### src/rtl/flash_bank_pkg.sv
// Package: shared constants and types for the serial flash bank control unit.
// Assumes the register fields below do not overlap for NUM_BANKS <= 4.
package flash_bank_pkg;
    localparam int REG_W      = 32;
    localparam int SEL_W      = 2;     // bank-select field width
    localparam int EN_LSB     = 0;     // bank-enable field position
    localparam int SEL_LSB    = 4;     // bank-select field position
    localparam int WEN_POS    = 8;     // write-enable command bit
    localparam logic [7:0] WREN_OPCODE = 8'h06;

    typedef enum logic [1:0] {
        SEQ_IDLE = 2'd0,
        SEQ_BUS  = 2'd1,
        SEQ_CMD  = 2'd2
    } seq_state_t;
endpackage

### src/rtl/fbc_regs.sv
// Module: control register holding bank enables, bank select and the
// self-clearing command bit. Writing 1 sets the command bit, writing 0
// leaves it alone, and wen_clr_i from the sequencer clears it. A set from
// software in the same cycle wins over the clear. Reserved bits read 0.
module fbc_regs
    import flash_bank_pkg::*;
#(
    parameter int NUM_BANKS = 2
) (
    input  logic                 clk,
    input  logic                 rst_n,
    input  logic                 wr_i,
    input  logic [REG_W-1:0]     wdata_i,
    input  logic                 wen_clr_i,
    output logic [NUM_BANKS-1:0] en_o,
    output logic [SEL_W-1:0]     sel_o,
    output logic                 wen_o,
    output logic [REG_W-1:0]     rdata_o
);
    localparam logic [NUM_BANKS-1:0] EN_RESET = NUM_BANKS'(1);

    logic wen_set;
    assign wen_set = wr_i && wdata_i[WEN_POS];

    // Purpose: hold the enable and select fields.
    always_ff @(posedge clk) begin
        if (!rst_n) begin
            en_o  <= EN_RESET;
            sel_o <= '0;
        end else if (wr_i) begin
            en_o  <= wdata_i[EN_LSB +: NUM_BANKS];
            sel_o <= wdata_i[SEL_LSB +: SEL_W];
        end
    end

    // Purpose: command bit, set by software and cleared by hardware.
    always_ff @(posedge clk) begin
        if (!rst_n)
            wen_o <= 1'b0;
        else if (wen_set)
            wen_o <= 1'b1;
        else if (wen_clr_i)
            wen_o <= 1'b0;
    end

    // Purpose: assemble the read word with the reserved bits at zero.
    always_comb begin
        rdata_o = '0;
        rdata_o[EN_LSB +: NUM_BANKS] = en_o;
        rdata_o[SEL_LSB +: SEL_W]    = sel_o;
        rdata_o[WEN_POS]             = wen_o;
    end

    AST_ZERO_WRITE_KEEPS_WEN: assert property (@(posedge clk) disable iff (!rst_n)
        (wr_i && !wdata_i[WEN_POS] && !wen_clr_i) |=> (wen_o == $past(wen_o)));
endmodule

### src/rtl/fbc_spi_byte.sv
// Module: one-byte SPI mode 0 shifter. On start_i it loads byte_i and
// shifts it out MSB first. SCK toggles every HALF_CYC clocks and idles low.
// done_o pulses in the last busy cycle. Assumes start_i comes only while
// the shifter is idle.
module fbc_spi_byte #(
    parameter int HALF_CYC = 2
) (
    input  logic       clk,
    input  logic       rst_n,
    input  logic       start_i,
    input  logic [7:0] byte_i,
    output logic       sck_o,
    output logic       mosi_o,
    output logic       busy_o,
    output logic       done_o
);
    localparam int HC_W = (HALF_CYC > 1) ? $clog2(HALF_CYC) : 1;
    localparam logic [HC_W-1:0] HC_LAST = HC_W'(HALF_CYC - 1);

    logic [7:0]      shreg;
    logic [2:0]      bit_cnt;
    logic [HC_W-1:0] hc;
    logic            tick;

    assign tick   = busy_o && (hc == HC_LAST);
    assign done_o = tick && sck_o && (bit_cnt == 3'd7);
    assign mosi_o = shreg[7];

    // Purpose: half-period timer, SCK toggle and shift on each falling edge.
    always_ff @(posedge clk) begin
        if (!rst_n) begin
            busy_o  <= 1'b0;
            sck_o   <= 1'b0;
            shreg   <= '0;
            bit_cnt <= '0;
            hc      <= '0;
        end else if (start_i && !busy_o) begin
            busy_o  <= 1'b1;
            sck_o   <= 1'b0;
            shreg   <= byte_i;
            bit_cnt <= '0;
            hc      <= '0;
        end else if (busy_o) begin
            if (tick) begin
                hc    <= '0;
                sck_o <= !sck_o;
                if (sck_o) begin
                    shreg   <= {shreg[6:0], 1'b0};
                    bit_cnt <= bit_cnt + 3'd1;
                    if (bit_cnt == 3'd7)
                        busy_o <= 1'b0;
                end
            end else begin
                hc <= hc + HC_W'(1);
            end
        end
    end

    AST_SCK_IDLE_LOW: assert property (@(posedge clk) disable iff (!rst_n)
        !busy_o |-> !sck_o);
    AST_MOSI_HELD_HIGH_SCK: assert property (@(posedge clk) disable iff (!rst_n)
        (busy_o && sck_o) |-> $stable(mosi_o));
endmodule

### src/rtl/fbc_seq.sv
// Module: bank sequencer. While idle it accepts a bus request (checked
// first) or a pending command. It captures the bank select for the
// operation and drives that bank's chip-select. Bus requests to a disabled
// or unimplemented bank get a one-cycle error. Commands to such banks are
// dropped and their bit is cleared. Assumes spi_done_i pulses once per frame.
module fbc_seq
    import flash_bank_pkg::*;
#(
    parameter int NUM_BANKS = 2
) (
    input  logic                 clk,
    input  logic                 rst_n,
    input  logic [NUM_BANKS-1:0] en_i,
    input  logic [SEL_W-1:0]     sel_i,
    input  logic                 wen_i,
    input  logic                 bus_req_i,
    input  logic                 bus_end_i,
    input  logic                 spi_done_i,
    output logic                 spi_start_o,
    output logic                 wen_clr_o,
    output logic                 bus_err_o,
    output logic                 busy_o,
    output logic [NUM_BANKS-1:0] cs_n_o
);
    seq_state_t       state, state_d;
    logic [SEL_W-1:0] lat_bank, lat_d;
    logic             err_d;
    logic             bank_ok;

    // Purpose: decide whether the selected bank exists and is enabled.
    always_comb begin
        bank_ok = 1'b0;
        for (int b = 0; b < NUM_BANKS; b++)
            if (sel_i == SEL_W'(b) && en_i[b])
                bank_ok = 1'b1;
    end

    // Purpose: next-state, capture and command decisions.
    always_comb begin
        state_d     = state;
        lat_d       = lat_bank;
        err_d       = 1'b0;
        spi_start_o = 1'b0;
        wen_clr_o   = 1'b0;
        case (state)
            SEQ_IDLE: begin
                if (bus_req_i) begin
                    if (bank_ok) begin
                        state_d = SEQ_BUS;
                        lat_d   = sel_i;
                    end else begin
                        err_d = 1'b1;
                    end
                end else if (wen_i) begin
                    if (bank_ok) begin
                        state_d     = SEQ_CMD;
                        lat_d       = sel_i;
                        spi_start_o = 1'b1;
                    end else begin
                        wen_clr_o = 1'b1;
                    end
                end
            end
            SEQ_BUS: if (bus_end_i) state_d = SEQ_IDLE;
            SEQ_CMD: begin
                if (spi_done_i) begin
                    wen_clr_o = 1'b1;
                    state_d   = SEQ_IDLE;
                end
            end
            default: state_d = SEQ_IDLE;
        endcase
    end

    // Purpose: state, captured bank and error pulse registers.
    always_ff @(posedge clk) begin
        if (!rst_n) begin
            state     <= SEQ_IDLE;
            lat_bank  <= '0;
            bus_err_o <= 1'b0;
        end else begin
            state     <= state_d;
            lat_bank  <= lat_d;
            bus_err_o <= err_d;
        end
    end

    assign busy_o = (state != SEQ_IDLE);

    // Purpose: one chip-select per bank, low only for the captured bank.
    for (genvar b = 0; b < NUM_BANKS; b++) begin : g_cs
        assign cs_n_o[b] = !(busy_o && (lat_bank == SEL_W'(b)));
    end

    AST_ONE_CS_AT_MOST: assert property (@(posedge clk) disable iff (!rst_n)
        $onehot0(~cs_n_o));
    AST_ERR_WITHOUT_CS: assert property (@(posedge clk) disable iff (!rst_n)
        bus_err_o |-> (&cs_n_o));
    AST_BANK_HELD: assert property (@(posedge clk) disable iff (!rst_n)
        busy_o |=> (!busy_o || $stable(lat_bank)));
    AST_WEN_SET_IN_FRAME: assert property (@(posedge clk) disable iff (!rst_n)
        (state == SEQ_CMD) |-> wen_i);
endmodule

### src/rtl/flash_bank_ctrl.sv
// Module: top of the serial flash bank control unit. It joins the control
// register, the bank sequencer and the one-byte SPI shifter. Assumes
// NUM_BANKS <= 4 and SCK_HALF >= 1. bus_req and bus_end are one-cycle pulses.
module flash_bank_ctrl
    import flash_bank_pkg::*;
#(
    parameter int NUM_BANKS = 2,
    parameter int SCK_HALF  = 2
) (
    input  logic                 clk,
    input  logic                 rst_n,
    input  logic                 reg_wr,
    input  logic [31:0]          reg_wdata,
    output logic [31:0]          reg_rdata,
    input  logic                 bus_req,
    input  logic                 bus_end,
    output logic                 bus_busy,
    output logic                 bus_err,
    output logic                 spi_sck,
    output logic                 spi_mosi,
    output logic [NUM_BANKS-1:0] spi_cs_n
);
    logic [NUM_BANKS-1:0] en;
    logic [SEL_W-1:0]     sel;
    logic                 wen, wen_clr, spi_start, spi_done, spi_busy;

    fbc_regs #(.NUM_BANKS(NUM_BANKS)) u_regs (
        .clk(clk), .rst_n(rst_n), .wr_i(reg_wr), .wdata_i(reg_wdata),
        .wen_clr_i(wen_clr), .en_o(en), .sel_o(sel), .wen_o(wen),
        .rdata_o(reg_rdata)
    );

    fbc_seq #(.NUM_BANKS(NUM_BANKS)) u_seq (
        .clk(clk), .rst_n(rst_n), .en_i(en), .sel_i(sel), .wen_i(wen),
        .bus_req_i(bus_req), .bus_end_i(bus_end), .spi_done_i(spi_done),
        .spi_start_o(spi_start), .wen_clr_o(wen_clr), .bus_err_o(bus_err),
        .busy_o(bus_busy), .cs_n_o(spi_cs_n)
    );

    fbc_spi_byte #(.HALF_CYC(SCK_HALF)) u_spi (
        .clk(clk), .rst_n(rst_n), .start_i(spi_start), .byte_i(WREN_OPCODE),
        .sck_o(spi_sck), .mosi_o(spi_mosi), .busy_o(spi_busy), .done_o(spi_done)
    );

    AST_SCK_ONLY_WITH_CS: assert property (@(posedge clk) disable iff (!rst_n)
        spi_sck |-> !(&spi_cs_n));
    AST_SHIFTER_INSIDE_OP: assert property (@(posedge clk) disable iff (!rst_n)
        spi_busy |-> bus_busy);
endmodule

### config.mk
export PLATFORM = sky130hd
export DESIGN_NAME = flash_bank_ctrl
export DESIGN_NICKNAME = d
export VERILOG_FILES = /design/src/rtl/flash_bank_pkg.sv /design/src/rtl/fbc_regs.sv /design/src/rtl/fbc_spi_byte.sv /design/src/rtl/fbc_seq.sv /design/src/rtl/flash_bank_ctrl.sv
export SDC_FILE = /design/constraint.sdc
export NUM_CORES = 1
export LEC_CHECK = 0
export BUFFER_PORTS_ARGS = -buffer_cell sky130_fd_sc_hd__buf_2
export CAP_MARGIN = 20
export CELL_PAD_IN_SITES_DETAIL_PLACEMENT = 1
export CELL_PAD_IN_SITES_GLOBAL_PLACEMENT = 2
export CORE_ASPECT_RATIO = 0.75
export CORE_UTILIZATION = 22
export CTS_CLUSTER_DIAMETER = 50
export DETAILED_ROUTE_END_ITERATION = 10
export PLACE_DENSITY_LB_ADDON = 0.1
export SYNTH_ARGS = -nofsm -noshare
export SYNTH_HDL_FRONTEND = slang
export SYNTH_SLANG_ARGS = --single-unit
### constraint.sdc
create_clock -name clk -period 1.7 [get_ports clk]
set_input_delay 0.17 -clock clk [delete_from_list [all_inputs] [get_ports clk]]
set_output_delay 0.17 -clock clk [all_outputs]
set_load 0.05 [all_outputs]
==> results of run 1 <==
-- routing by layer --
metal  track usage  wire [um]
met4        0.0313         30
met5             0          0
met2         0.170       1080
met1         0.131       1330
met3        0.0302        132
-- sequential cells by signal, summed over array words and instances, names as in the netlist --
register and cells:
u_regs.wen_o 1, u_spi.bit_cnt 3, u_spi.shreg 7, u_regs.sel_o 2, u_seq.state 2, u_spi.hc 1
u_spi.busy_o 1, u_seq.bus_err_o 1, u_seq.lat_bank 2, u_regs.en_o 2, u_spi.sck_o 1
-- critical path, cell delays in order (launching register included) --
cell,delay (ps)
dfxtp_1,420
nor2_2,90
inv_1,200
buf_2,320
-- Yosys cell counts --
library cell / number / area share
o32a_1: 1 / 0.0084
o31ai_1: 1 / 0.0063
buf_2: 1 / 0.0042
o21a_1: 1 / 0.0063
o21bai_1: 1 / 0.0063
clkbuf_1: 2 / 0.0063
nor4_2: 1 / 0.010
o311a_1: 1 / 0.0084
mux2i_1: 5 / 0.042
nor4_1: 1 / 0.0052
a32o_1: 1 / 0.0084
and3_1: 2 / 0.010
nand3_2: 1 / 0.0084
or3b_4: 1 / 0.0094
o41ai_4: 1 / 0.023
conb_1: 1 / 0.0031
xnor2_1: 1 / 0.0073
mux2_2: 1 / 0.0094
or3_1: 1 / 0.0052
nor2_1: 7 / 0.022
mux2i_4: 1 / 0.019
ha_1: 2 / 0.021
a21oi_1: 9 / 0.038
o2111a_1: 2 / 0.019
dfxtp_1: 23 / 0.39
inv_1: 4 / 0.013
buf_4: 28 / 0.18
o311ai_0: 1 / 0.0073
nor2_2: 1 / 0.0052
a311oi_1: 1 / 0.0073
nor3_1: 2 / 0.0084
nand2_1: 21 / 0.066
o211a_1: 1 / 0.0084
o21ai_0: 1 / 0.0042
nand2b_1: 2 / 0.010
-- through the flow --
stage / setup slack (ps) / std cells
after floorplan: 20.2 / 157
after global placement: 293 / 222
after detailed placement: 269 / 222
after CTS: 214 / 226
after global routing: 128 / 226
final: 236 / 226
-- cell families after synthesis --
group                      after synthesis  share of synthesized area
AOI/OAI and AO/OA                       22                      0.151
xor gates and xnor gates                 1                    0.00735
adders and majority gates                2                     0.0210
buffers and inverters                   35                      0.199
DFF                                     23                      0.386
muxes                                    7                     0.0703
other                                    1                    0.00314
and+or+nand+nor                         40                      0.162
-- placed cells by master, fill, tap and decap left out, drive strengths merged --
| master | synthesis | final |
|---|---|---|
| a21oi | 9 | 9 |
| a311oi | 1 | 1 |
| a32o | 1 | 1 |
| and3 | 2 | 2 |
| buf | 29 | 24 |
| clkbuf | 2 | 4 |
| conb | 1 | 27 |
| dfxtp | 23 | 23 |
| ha | 2 | 2 |
| inv | 4 | 4 |
| mux2 | 1 | 1 |
| mux2i | 6 | 6 |
| nand2 | 21 | 21 |
| nand2b | 2 | 2 |
| nand3 | 1 | 1 |
| nor2 | 8 | 8 |
| nor3 | 2 | 2 |
| nor4 | 2 | 2 |
| o2111a | 2 | 2 |
| o211a | 1 | 1 |
| o21a | 1 | 1 |
| o21ai | 1 | 1 |
| o21bai | 1 | 1 |
| o311a | 1 | 1 |
| o311ai | 1 | 1 |
| o31ai | 1 | 1 |
| o32a | 1 | 1 |
| o41ai | 1 | 1 |
| or3 | 1 | 1 |
| or3b | 1 | 1 |
| xnor2 | 1 | 1 |
-- worst max-delay path by stage --
stage,to,slack (ps),cells after the start
6_report,bus_busy,240,3
5_1_grt,bus_busy,130,3
4_1_cts,spi_cs_n[0],210,3
3_5_place_dp,u_spi.bit_cnt[0],270,5
3_3_place_gp,u_spi.bit_cnt[0],290,5
2_1_floorplan,u_spi.shreg[2],20,4
-- area by class of cell --
cell class	count	area [um^2]	share of cell area
Multi-Input combinational cell	99	592	0.444
Tap cell	72	90.1	0.0676
Inverter	4	15.0	0.0113
Clock buffer	4	45.0	0.0338
Sequential cell	23	460	0.346
Timing Repair Buffer	24	130	0.0977
-- power breakdown --
part           internal [mW]  switching [mW]
Clock                  0.167           0.175
Combinational         0.0591           0.247
Sequential             0.556          0.0196
==> results.toml, run 1 <==
[status]
outcome = "finished, final reports clean"

[floorplan]
core_um2 = 5040
dieArea_um2 = 5720
start_util = 0.237
io_pins = 75
fp-row-count = 22
dieWidth_um = 87.0
fp.dieH_um = 65.8

[setup_path]
critPathMaxFanout = 6
endpoint_kind = "output port"
required_ps = 1530
r2r_cells = 4
crit_start = "u_seq.state[1]"
ff2ff_setup_slack_ps = 270
cp-start-kind = "flop"
arrival_ps = 1290
path_class = "flop to output port"
reg2reg_to = "u_spi.bit_cnt[0]"
r2r_start = "u_regs.wen_o"

[timing]
clock_skew_ps = 5.84
timing.final.crit_period_ps = 1460
rsz0062_at_grt = "false"
holdWs_ps = 119
fin_setup_tns_ps = 0
hold_viol = 0
drv_slew = 0
max_freq_mhz = 683
setup_viol = 0
min_period_over_period = 0.861

[logic_synthesis]
synth_seq_area_share = 0.386
synth_area_per_cell_um2 = 9.10
synth_area_um2 = 1190
yosys_warnings = 0
postSynthCellCount = 131
synth-seq-cells = 23
synth.distinct_cells = 35

[layout]
antennaDiodeCount = 0
fillers = 609
layout-drive-gt1-share = 0.221
area_growth_pct = 11.8
fin_nets = 194
final_util = 0.265
final_area_um2 = 1330

[clocking]
clk_pin_slew_ps = 80
cts_resized = 0
cts_max_level = 1
cts_made_buffers = 3
cts_tree = "yes"
clock-root-buffer = "clkbuf_8"
hold_buffers = 0
clock-sinks = 23
cts_buffer_depth = 2
worstSkewPairLatency_ps = 260
post-cts-setup-buffers = 0

[power]
p_leak_nw = 0.588
p_per_area_nw_per_um2 = 919
peakVddDrop_v = 0.000233
power_mw = 1.22

[global_routing]
grt_pass1_vias = 925
grt_antenna_before_repair = 0
grt_remaining_overflow = 0
grt_use_total = 0.104
grt_pass1_wl_mm = 4.47
grt_start_max_net_pins = 14

[min_path]
worstHoldEndpoint = "u_regs.en_o[0]"
min_from = "reg_wdata[0]"
hold_path_class = "input port to flop"
hold_depth = 3

[drt]
num_vias = 882
dr.pass1.iters = 4
vias_per_cell = 3.90
wl_per_cell_um = 11.4
wirelength_mm = 2.57
drc_errors = 0
drtAntennaViolNets = 0
drt_iter0_drc = 30

[placement]
routabilityCongestion = 0.711
dp_hpwl_mm = 1.99
dpl_cell_area_um2 = 1290
port_buffers = 20

[flow_run]
max_cap_viol_count = 0
Note: power is estimated with default switching activity, not from simulation.
==> inputs of run 2 (changes only) <==
- CAP_MARGIN: 20 -> 30
- CTS_BUF_LIST: not set -> sky130_fd_sc_hd__clkbuf_16
==> run 2 against run 1 <==
Compared with the run above: largest cell class unchanged; critical path type unchanged; cell count stayed put; sequential share of layout area shrank 0.85 points; design area up 2.5%; combinational power hardly changed; sequential power about the same; global-route usage is 0.057 points higher; total power increased by 13%; via count increased by 1.6%; die area stayed put; worst hold slack better by 11 ps.
==> results.toml, run 2 (synthesized netlist as in run 1, its figures left out) <==
[layout]
largest_reg_flops = 7
final_util = 0.271
fin_nets = 194
final_common_cell = "conb_1"
antennaDiodeCount = 0
top_regs = "u_spi.shreg (7), u_spi.bit_cnt (3)"
mostFrequentLayoutCells = "27 x conb_1, 23 x dfxtp_1, 21 x nand2_1"
area_growth_pct = 14.6
final_cells = 226
layout-drive-gt1-share = 0.221
max_flop_register = "u_spi.shreg"

[timing]
clock_skew_ps = 5.00
drv_slew = 0
hold_viol = 0
setup_slack_ps = 250
timing.final.crit_period_ps = 1450
min_period_over_period = 0.853
setup_viol = 0
max_freq_mhz = 690
rsz0062_at_grt = "false"
fin_setup_tns_ps = 0

[clocking]
cts_tree = "yes"
post-cts-setup-buffers = 0
cts_resized = 0
cts_made_buffers = 3
clock-root-buffer = "clkbuf_16"
clk_pin_slew_ps = 60
cts_max_level = 1
clock-sinks = 23
cts_buffer_depth = 2
hold_buffers = 0
worstSkewPairLatency_ps = 250

[setup_path]
required_ps = 1530
cp-start-kind = "flop"
path_class = "flop to output port"
critPathMaxFanout = 6
endpoint_kind = "output port"
arrival_ps = 1280

[global_routing]
grt_antenna_before_repair = 0
grt_pass1_wl_mm = 4.50
grt_remaining_overflow = 0
grt_start_max_net_pins = 14
grt_use_total = 0.104
grt_pass1_vias = 928

[drt]
wirelength_mm = 2.59
drt_iter0_drc = 19
drtAntennaViolNets = 0
wl_per_cell_um = 11.4
num_vias = 896
dr.pass1.iters = 4
vias_per_cell = 3.96
drc_errors = 0

[floorplan]
dieArea_um2 = 5720
fp-row-count = 22
fp.dieH_um = 65.8
io_pins = 75
start_util = 0.237
core_um2 = 5040
dieWidth_um = 87.0

[placement]
port_buffers = 20
dp_hpwl_mm = 1.99
routabilityCongestion = 0.711
dpl.cell_count = 222
place_ws_ps = 269

[min_path]
hold_path_class = "input port to flop"

[power]
peakVddDrop_v = 0.000292
p_leak_nw = 0.608
p_per_area_nw_per_um2 = 1020

[status]
outcome = "finished, final reports clean"

[flow_run]
max_cap_viol_count = 0
run 2: per-stage QoR:
stage,total power [mW],hold WS [ps],instance area (um^2)
finish,1.39,130,1370
global route,1.45,139,1370
CTS,1.41,126,1370
detailed placement,0.895,392,1290
global placement,0.894,396,1290
floorplan,0.894,299,1290
run 2: where the power goes:
| group | total (mW) | internal, mW | switching (mW) | leakage, nW |
|---|---|---|---|---|
| Combinational | 0.307 | 0.0591 | 0.248 | 0.379 |
| Clock | 0.505 | 0.314 | 0.191 | 0.0423 |
| Sequential | 0.577 | 0.557 | 0.0197 | 0.187 |
run 2: area by class of cell:
cell class / instances / area (um^2)
inverters: 4 / 15.0
multi-input cells: 99 / 592
clock buffers: 3 / 75.1
flip-flops and latches: 23 / 460
well taps: 72 / 90.1
clock inverters: 1 / 3.75
repair buffers: 24 / 130
fillers: 607 / 3670
run 2: metal layers:
| layer | GRT usage | part of all wire |
|---|---|---|
| met5 | 0 | 0 |
| met4 | 0.0313 | 0.012 |
| met3 | 0.0302 | 0.054 |
| met2 | 0.171 | 0.43 |
| met1 | 0.132 | 0.50 |
run 2: worst paths after layout:
kind                  start          endpoint  slack [ps]  depth (start not counted)
max          u_seq.state[1]          bus_busy         250                          3
min            reg_wdata[0]    u_regs.en_o[0]         130                          3
max reg2reg    u_regs.wen_o  u_spi.bit_cnt[0]         270                          4
min reg2reg  u_spi.shreg[4]    u_spi.shreg[5]         450                          2
run 2: worst max-delay path, stage by stage, from the launching register on:
cell	delay [ps]
dfxtp_1	420
nor2_2	90
inv_1	200
buf_2	320
